**src/rtl/tmb_pkg.sv**
```systemverilog
package tmb_pkg;

   localparam int TMB_NCLK  = 4;
   localparam int TMB_CSEL_W = $clog2(TMB_NCLK);

   typedef enum logic [1:0] {
      TMB_TIMER   = 2'd0,
      TMB_EVENT   = 2'd1,
      TMB_MEASURE = 2'd2,
      TMB_IDLE    = 2'd3
   } tmb_mode_e;

   typedef struct packed {
      logic [TMB_CSEL_W-1:0] clk_sel;
      logic [1:0]            edge_sel;
      logic                  meas_width;
      logic                  evt_casc;
      tmb_mode_e             mode;
   } tmb_cfg_t;

   // cluster wiring: channels form groups of three; the first of each
   // group takes the last of its group, the others take their predecessor
   function automatic int tmb_neighbour(input int idx);
      int base;
      base = (idx / 3) * 3;
      return (idx % 3 == 0) ? base + 2 : idx - 1;
   endfunction

endpackage

```
**src/rtl/tmb_edge_detect.sv**
```systemverilog
module tmb_edge_detect #(
   parameter int SYNC_N = 2
) (
   input  logic clk,
   input  logic rst_n,
   input  logic pin_i,
   output logic rise_o,
   output logic fall_o
);

   if (SYNC_N < 2) begin : g_bad_sync
      $error("tmb_edge_detect: SYNC_N must be at least 2");
   end

   logic [SYNC_N-1:0] sync_q;
   logic              last_q;

   always_ff @(posedge clk or negedge rst_n) begin
      if (!rst_n) begin
         sync_q <= '0;
         last_q <= 1'b0;
      end else begin
         sync_q <= {sync_q[SYNC_N-2:0], pin_i};
         last_q <= sync_q[SYNC_N-1];
      end
   end

   assign rise_o =  sync_q[SYNC_N-1] & ~last_q;
   assign fall_o = ~sync_q[SYNC_N-1] &  last_q;

endmodule

```
**src/rtl/tmb_src_sel.sv**
```systemverilog
module tmb_src_sel
   import tmb_pkg::*;
(
   input  logic [TMB_NCLK-1:0] clk_en,
   input  tmb_cfg_t            cfg,
   input  logic                rise,
   input  logic                fall,
   input  logic                casc_i,
   output logic                tick,
   output logic                meas_edge
);

   if (TMB_NCLK != (1 << TMB_CSEL_W)) begin : g_bad_nclk
      $error("tmb_src_sel: clock enable count must be a power of two");
   end

   logic int_tick;
   logic pin_evt;

   assign int_tick = clk_en[cfg.clk_sel];

   always_comb begin
      case (cfg.edge_sel)
         2'b00:   pin_evt = fall;
         2'b01:   pin_evt = rise;
         default: pin_evt = rise | fall;
      endcase
   end

   always_comb begin
      tick      = 1'b0;
      meas_edge = 1'b0;
      case (cfg.mode)
         TMB_TIMER:   tick = int_tick;
         TMB_EVENT:   tick = cfg.evt_casc ? casc_i : pin_evt;
         TMB_MEASURE: begin
            tick      = int_tick;
            meas_edge = cfg.meas_width ? (rise | fall) : rise;
         end
         default: ;
      endcase
   end

endmodule

```
**src/rtl/tmb_core.sv**
```systemverilog
module tmb_core
   import tmb_pkg::*;
#(
   parameter  int CNT_W  = 16,
   localparam int NBYTES = CNT_W / 8
) (
   input  logic              clk,
   input  logic              rst_n,
   input  logic              run,
   input  tmb_mode_e         mode,
   input  logic              tick,
   input  logic              meas_edge,
   input  logic [NBYTES-1:0] byte_we,
   input  logic [7:0]        wdata,
   input  logic              ovf_clr,
   output logic [CNT_W-1:0]  cnt_o,
   output logic [CNT_W-1:0]  cap_o,
   output logic              ovf_o,
   output logic              uf_o,
   output logic              cap_evt_o
);

   if (CNT_W % 8 != 0 || CNT_W < 8) begin : g_bad_width
      $error("tmb_core: CNT_W must be a non-zero multiple of 8");
   end

   logic [7:0]       reload_b [NBYTES];
   logic [CNT_W-1:0] reload;
   logic [CNT_W-1:0] cnt_q, cnt_nxt, cap_q, cap_nxt;
   logic             ovf_q, ovf_set, uf_q, uf_nxt, evt_q, evt_nxt;

   // reload register, one lane per byte
   for (genvar k = 0; k < NBYTES; k++) begin : g_lane
      always_ff @(posedge clk or negedge rst_n) begin
         if (!rst_n)          reload_b[k] <= 8'h00;
         else if (byte_we[k]) reload_b[k] <= wdata;
      end
      assign reload[k*8 +: 8] = reload_b[k];
   end

   always_comb begin
      cnt_nxt = cnt_q;
      cap_nxt = cap_q;
      uf_nxt  = 1'b0;
      evt_nxt = 1'b0;
      ovf_set = 1'b0;
      if (run) begin
         case (mode)
            TMB_TIMER, TMB_EVENT: begin
               if (tick) begin
                  if (cnt_q == '0) begin
                     cnt_nxt = reload;
                     uf_nxt  = 1'b1;
                  end else begin
                     cnt_nxt = cnt_q - 1'b1;
                  end
               end
            end
            TMB_MEASURE: begin
               if (meas_edge) begin
                  // edge wins over a tick in the same cycle
                  cap_nxt = cnt_q;
                  cnt_nxt = '0;
                  evt_nxt = 1'b1;
               end else if (tick) begin
                  ovf_set = &cnt_q;
                  cnt_nxt = cnt_q + 1'b1;
               end
            end
            default: ;
         endcase
      end else begin
         for (int k = 0; k < NBYTES; k++) begin
            if (byte_we[k]) cnt_nxt[k*8 +: 8] = wdata;
         end
      end
   end

   always_ff @(posedge clk or negedge rst_n) begin
      if (!rst_n) begin
         cnt_q <= '0;
         cap_q <= '0;
         ovf_q <= 1'b0;
         uf_q  <= 1'b0;
         evt_q <= 1'b0;
      end else begin
         cnt_q <= cnt_nxt;
         cap_q <= cap_nxt;
         uf_q  <= uf_nxt;
         evt_q <= evt_nxt;
         if (ovf_set)      ovf_q <= 1'b1;
         else if (ovf_clr) ovf_q <= 1'b0;
      end
   end

   assign cnt_o     = cnt_q;
   assign cap_o     = cap_q;
   assign ovf_o     = ovf_q;
   assign uf_o      = uf_q;
   assign cap_evt_o = evt_q;

   assert_reload_on_underflow_R2: assert property (@(posedge clk) disable iff (!rst_n)
      (run && (mode == TMB_TIMER || mode == TMB_EVENT) && tick && cnt_q == '0)
      |=> cnt_q == $past(reload));

   assert_underflow_pulse_R3: assert property (@(posedge clk) disable iff (!rst_n)
      uf_q |-> ($past(cnt_q) == '0 && $past(tick) && $past(run)));

   assert_stopped_hold_R10: assert property (@(posedge clk) disable iff (!rst_n)
      ((!run && byte_we == '0) || (run && mode == TMB_IDLE)) |=> $stable(cnt_q));

   assert_edge_capture_R7: assert property (@(posedge clk) disable iff (!rst_n)
      (run && mode == TMB_MEASURE && meas_edge)
      |=> (cap_q == $past(cnt_q) && cnt_q == '0 && evt_q));

   assert_ovf_sticky_R9: assert property (@(posedge clk) disable iff (!rst_n)
      (ovf_q && !ovf_clr) |=> ovf_q);

endmodule

```
**src/rtl/tmb_channel.sv**
```systemverilog
module tmb_channel
   import tmb_pkg::*;
#(
   parameter  int CNT_W  = 16,
   parameter  int SYNC_N = 2,
   parameter  int ADDR_W = 2,
   localparam int NBYTES = CNT_W / 8
) (
   input  logic                clk,
   input  logic                rst_n,
   input  logic                bus_we,
   input  logic [ADDR_W-1:0]   bus_addr,
   input  logic [7:0]          bus_wdata,
   output logic [7:0]          bus_rdata,
   input  logic [TMB_NCLK-1:0] clk_en,
   input  logic                pin_i,
   input  logic                casc_i,
   output logic                casc_o,
   output logic                irq_o
);

   localparam int LANE0 = 2;

   if (LANE0 + NBYTES > (1 << ADDR_W)) begin : g_bad_addr
      $error("tmb_channel: ADDR_W too small for the byte lanes");
   end

   tmb_cfg_t          cfg_q;
   logic              run_q;
   logic [NBYTES-1:0] byte_we;
   logic              ovf_clr;
   logic              rise, fall, tick, meas_edge;
   logic [CNT_W-1:0]  cnt, cap, view;
   logic              ovf, uf, cap_evt;

   always_ff @(posedge clk or negedge rst_n) begin
      if (!rst_n) begin
         cfg_q <= tmb_cfg_t'(8'h00);
         run_q <= 1'b0;
      end else if (bus_we) begin
         if (bus_addr == ADDR_W'(0)) cfg_q <= tmb_cfg_t'(bus_wdata);
         if (bus_addr == ADDR_W'(1)) run_q <= bus_wdata[0];
      end
   end

   assign ovf_clr = bus_we && bus_addr == ADDR_W'(1) && !bus_wdata[1];

   for (genvar k = 0; k < NBYTES; k++) begin : g_we
      assign byte_we[k] = bus_we && bus_addr == ADDR_W'(LANE0 + k);
   end

   tmb_edge_detect #(.SYNC_N(SYNC_N)) u_edge (
      .clk    (clk),
      .rst_n  (rst_n),
      .pin_i  (pin_i),
      .rise_o (rise),
      .fall_o (fall)
   );

   tmb_src_sel u_src (
      .clk_en    (clk_en),
      .cfg       (cfg_q),
      .rise      (rise),
      .fall      (fall),
      .casc_i    (casc_i),
      .tick      (tick),
      .meas_edge (meas_edge)
   );

   tmb_core #(.CNT_W(CNT_W)) u_core (
      .clk       (clk),
      .rst_n     (rst_n),
      .run       (run_q),
      .mode      (cfg_q.mode),
      .tick      (tick),
      .meas_edge (meas_edge),
      .byte_we   (byte_we),
      .wdata     (bus_wdata),
      .ovf_clr   (ovf_clr),
      .cnt_o     (cnt),
      .cap_o     (cap),
      .ovf_o     (ovf),
      .uf_o      (uf),
      .cap_evt_o (cap_evt)
   );

   assign view = (cfg_q.mode == TMB_MEASURE) ? cap : cnt;

   always_comb begin
      bus_rdata = 8'h00;
      if (bus_addr == ADDR_W'(0)) bus_rdata = cfg_q;
      if (bus_addr == ADDR_W'(1)) bus_rdata = {6'b0, ovf, run_q};
      for (int k = 0; k < NBYTES; k++) begin
         if (bus_addr == ADDR_W'(LANE0 + k)) bus_rdata = view[k*8 +: 8];
      end
   end

   assign casc_o = uf;
   assign irq_o  = uf | cap_evt;

   assert_irq_needs_run_R3: assert property (@(posedge clk) disable iff (!rst_n)
      irq_o |-> $past(run_q));

endmodule

```
**config.mk**
```make
export PLATFORM = sky130hd
export DESIGN_NAME = tmb_channel
export DESIGN_NICKNAME = d
export VERILOG_FILES = /design/src/rtl/tmb_pkg.sv /design/src/rtl/tmb_edge_detect.sv /design/src/rtl/tmb_src_sel.sv /design/src/rtl/tmb_core.sv /design/src/rtl/tmb_channel.sv
export SDC_FILE = /design/constraint.sdc
export NUM_CORES = 1
export LEC_CHECK = 0
export BUFFER_PORTS_ARGS = -buffer_cell sky130_fd_sc_hd__buf_2
export CAP_MARGIN = 20
export CORE_MARGIN = 1
export CORE_UTILIZATION = 35
export DETAILED_ROUTE_END_ITERATION = 8
export PLACE_DENSITY = 0.61
export REMOVE_ABC_BUFFERS = 1
export SLEW_MARGIN = 10
export SYNTH_ARGS = -nofsm -noshare
export SYNTH_HDL_FRONTEND = slang
export SYNTH_HIERARCHICAL = 1
export SYNTH_SLANG_ARGS = --single-unit
```
**constraint.sdc**
```tcl
create_clock -name clk -period 2.84 [get_ports clk]
set_input_delay 0.284 -clock clk [delete_from_list [all_inputs] [get_ports clk]]
set_output_delay 0.284 -clock clk [all_outputs]
set_load 0.005 [all_outputs]
```
==> impl_metrics.ini <==
[global_route]
grt_pass1_wl_um = 18900
grt_pass1_vias = 3408
antenna_found_initial = 0
track_usage = 0.2206
grt_overflow_total = 0
grt_start_max_net_pins = 64

[power]
power_w = 0.004112
cellPowerDensity_mw_per_mm2 = 890.7
sw_frac_of_total = 0.3751
pwr-share-clk = 0.267
vdd_ir_drop_max_mv = 0.3022
comb_power_share = 0.385
power.internal_w = 0.002570
p_leak_nw = 1.989
seq_power_share = 0.349
switching_power_w = 0.001542

[logic_synthesis]
synth.distinct_cells = 57
async_flop_share = 1.000
ys_top_cells_by_area = dfrtp_1 40%, mux2_2 8.8%, mux4_2 4.6%, nor2_1 3.4%, a21oi_1 3.3%
synth_seq_cells = 63
syn_area_mm2 = 0.003953
synth_top_area_frac = 0.3989
synth_common_cells = 63 x dfrtp_1, 36 x nor2_1, 31 x mux2_2
yosysTopAreaCell = dfrtp_1
yosys_warnings = 6
synth.most_common_cell = dfrtp_1
yosysSeqAreaShare = 0.3989
synth_edf_count = 0
ys.flop_type = dfrtp_1
synth_area_per_cell_um2 = 9.594
postSynthCellCount = 412

[worst_setup_path]
worst_setup_path_start_kind = flip-flop
worstSetupPathType = flip-flop to flip-flop
cp.arrival_ns = 2.78
crit_required_ns = 3.05
critPathMaxFanout = 9
endpoint_kind = flip-flop

[clock_tree]
cts-root-buf = clkbuf_16
cts.hold.buffers_added = 0
clk_pin_slew_ns = 0.05
cts_htree_levels = 3
post_cts_resized = 0
cts_setup_buffers = 0
cts_sinks = 63
cts_made_buffers = 9
clk_latency_ns = 0.34
tritoncts = done
clock_path_buffers = 2

[sta]
fmax_mhz = 389.3
tightest_slew_ns = 0.8278
period_share = 0.9046
slew_violations = 0
finalSetupViolCount = 0
rsz0062_at_grt = false
fin_crit_ns = 2.569
fin_tns_setup_ns = 0
slew_headroom = 0.4481
hold_viol = 0
fin_skew_ns = 0.005558

[finish]
fillCellCount = 1105
fin_nets = 468
final_cells = 591
synthToLayoutAreaGrowth_pct = 16.81
diodes = 0
finalCoreUtilization = 0.4222
drive_gt1_frac = 0.2616

[placed_design]
dp.cells = 575
gp_congestion = 0.9383
port-buffer-count = 28
hpwl_um = 8535

[drt]
drc = 0
wl_per_cell_um = 20.27
drt-pass1-iter-count = 5
dr_total_vias = 3444
viasPerCell = 5.827
totalWireLength_um = 11980
drtIter0Drc = 319
ant_nets = 0

[floorplan]
start_util = 0.3614
die_y_um = 108.3
die_area_mm2 = 0.01172
coreArea_mm2 = 0.01094
num_io_pins = 29
die_w_um = 108.3
rows = 38

[run_status]
status = finished clean

[run]
max_cap_viol_count = 0

[min_path]
hp-class = input pin to flip-flop
[power groups by stage]
stage	logic [W]	registers, W	clock network (W)
floorplan	0.000999	0.00141	0
global placement	0.00154	0.00144	0
detailed placement	0.00156	0.00145	0
CTS	0.00157	0.00143	0.00111
global route	0.00172	0.00148	0.00116
finish	0.00158	0.00143	0.00110
[cell usage in the layout, fill, tap and decap left out, types with 3 or more instances in the layout]
| cell type | netlist | routed |
|---|---|---|
| clkbuf_16 | 0 | 9 |
| or4_1 | 3 | 3 |
| nor2b_1 | 5 | 5 |
| buf_2 | 3 | 28 |
| or2_2 | 3 | 3 |
| nor3b_1 | 3 | 3 |
| o221ai_1 | 4 | 4 |
| o211ai_1 | 6 | 6 |
| a211o_1 | 6 | 6 |
| dfrtp_1 | 63 | 63 |
| buf_4 | 1 | 24 |
| mux4_2 | 8 | 8 |
| xor2_1 | 7 | 7 |
| a22o_1 | 6 | 6 |
| nand2b_1 | 3 | 3 |
| a31oi_1 | 8 | 8 |
| ha_1 | 3 | 3 |
| and3_1 | 4 | 4 |
| xnor2_1 | 11 | 11 |
| a21oi_1 | 26 | 26 |
| mux2i_1 | 7 | 7 |
| inv_1 | 14 | 14 |
| nor3_1 | 22 | 22 |
| nor2_1 | 36 | 36 |
| nand3_1 | 7 | 7 |
| o21ai_0 | 23 | 23 |
| nand4_1 | 5 | 5 |
| nand2_1 | 26 | 26 |
| clkinv_2 | 0 | 3 |
| mux2_2 | 31 | 31 |
| nor4_1 | 9 | 9 |
[state kept, by name (all words and copies together), names as in the netlist, 2 cells and up]
signal         flops
u_core/cap_o      16
u_core/cnt_o      16
cfg_q              8
u_core/reload     16
u_edge/sync_q      2
[per-layer routing]
layer,share of wire,GRT usage
met1,0.45,0.2929
met2,0.45,0.3385
met3,0.057,0.04702
met4,0.039,0.1120
met5,0,0
[per-stage QoR]
stage	setup WS (ns)	area, µm²	hold WS, ns
final	0.2710	4617	0.04999
after global routing	0.1328	4617	0.04406
after CTS	0.2794	4617	0.04499
after detailed placement	0.2961	4325	0.3379
after global placement	0.3507	4325	0.3352
after floorplan	0.3246	3810	-0.01159
[cell type report]
| type | count | area, µm² | share of cell area |
|---|---|---|---|
| clock buffers | 12 | 246.5 | 0.05339 |
| clock inverters | 4 | 45.04 | 0.009756 |
| inverters | 14 | 52.55 | 0.01138 |
| multi-input cells | 305 | 2181 | 0.4724 |
| flip-flops and latches | 63 | 1577 | 0.3415 |
| well taps | 140 | 175.2 | 0.03794 |
| repair buffers | 53 | 340.3 | 0.07371 |
[cells by family after synthesis]
logic type | count (synthesis) | share of synthesized area
XOR/XNOR | 18 | 0.03989
AND/OR/NAND/NOR | 139 | 0.1830
adder cells (fa/ha/maj) | 3 | 0.009498
buffers and inverters | 44 | 0.04938
multiplexers | 46 | 0.1516
AO/OA/AOI/OAI | 99 | 0.1678
flip-flops | 63 | 0.3989
[worst max-delay path: stages (launching register included)]
cell and delay, ns:
dfrtp_1 0.47, inv_1 0.17, ha_1 0.19, or4b_4 0.53, or4_4 0.57, mux2i_1 0.13, a221oi_1 0.30, a211oi_2 0.08
[final timing paths]
kind / from / to / slack (ns) / cells after the start
max in group asynchronous: rst_n / u_core/cnt_o[2] / 2.17 / 2
worst min register to register: u_edge/sync_q[0] / u_edge/sync_q[1] / 0.35 / 0
min in group asynchronous: rst_n / u_edge/sync_q[1] / 0.13 / 2
worst max-delay path: u_core/cnt_o[1] / u_core/cnt_o[1] / 0.27 / 7
worst min-delay path: pin_i / u_edge/sync_q[0] / 0.05 / 1
worst max register to register: u_core/cnt_o[1] / u_core/cnt_o[1] / 0.27 / 7
Power figures use the tool's default switching activity.
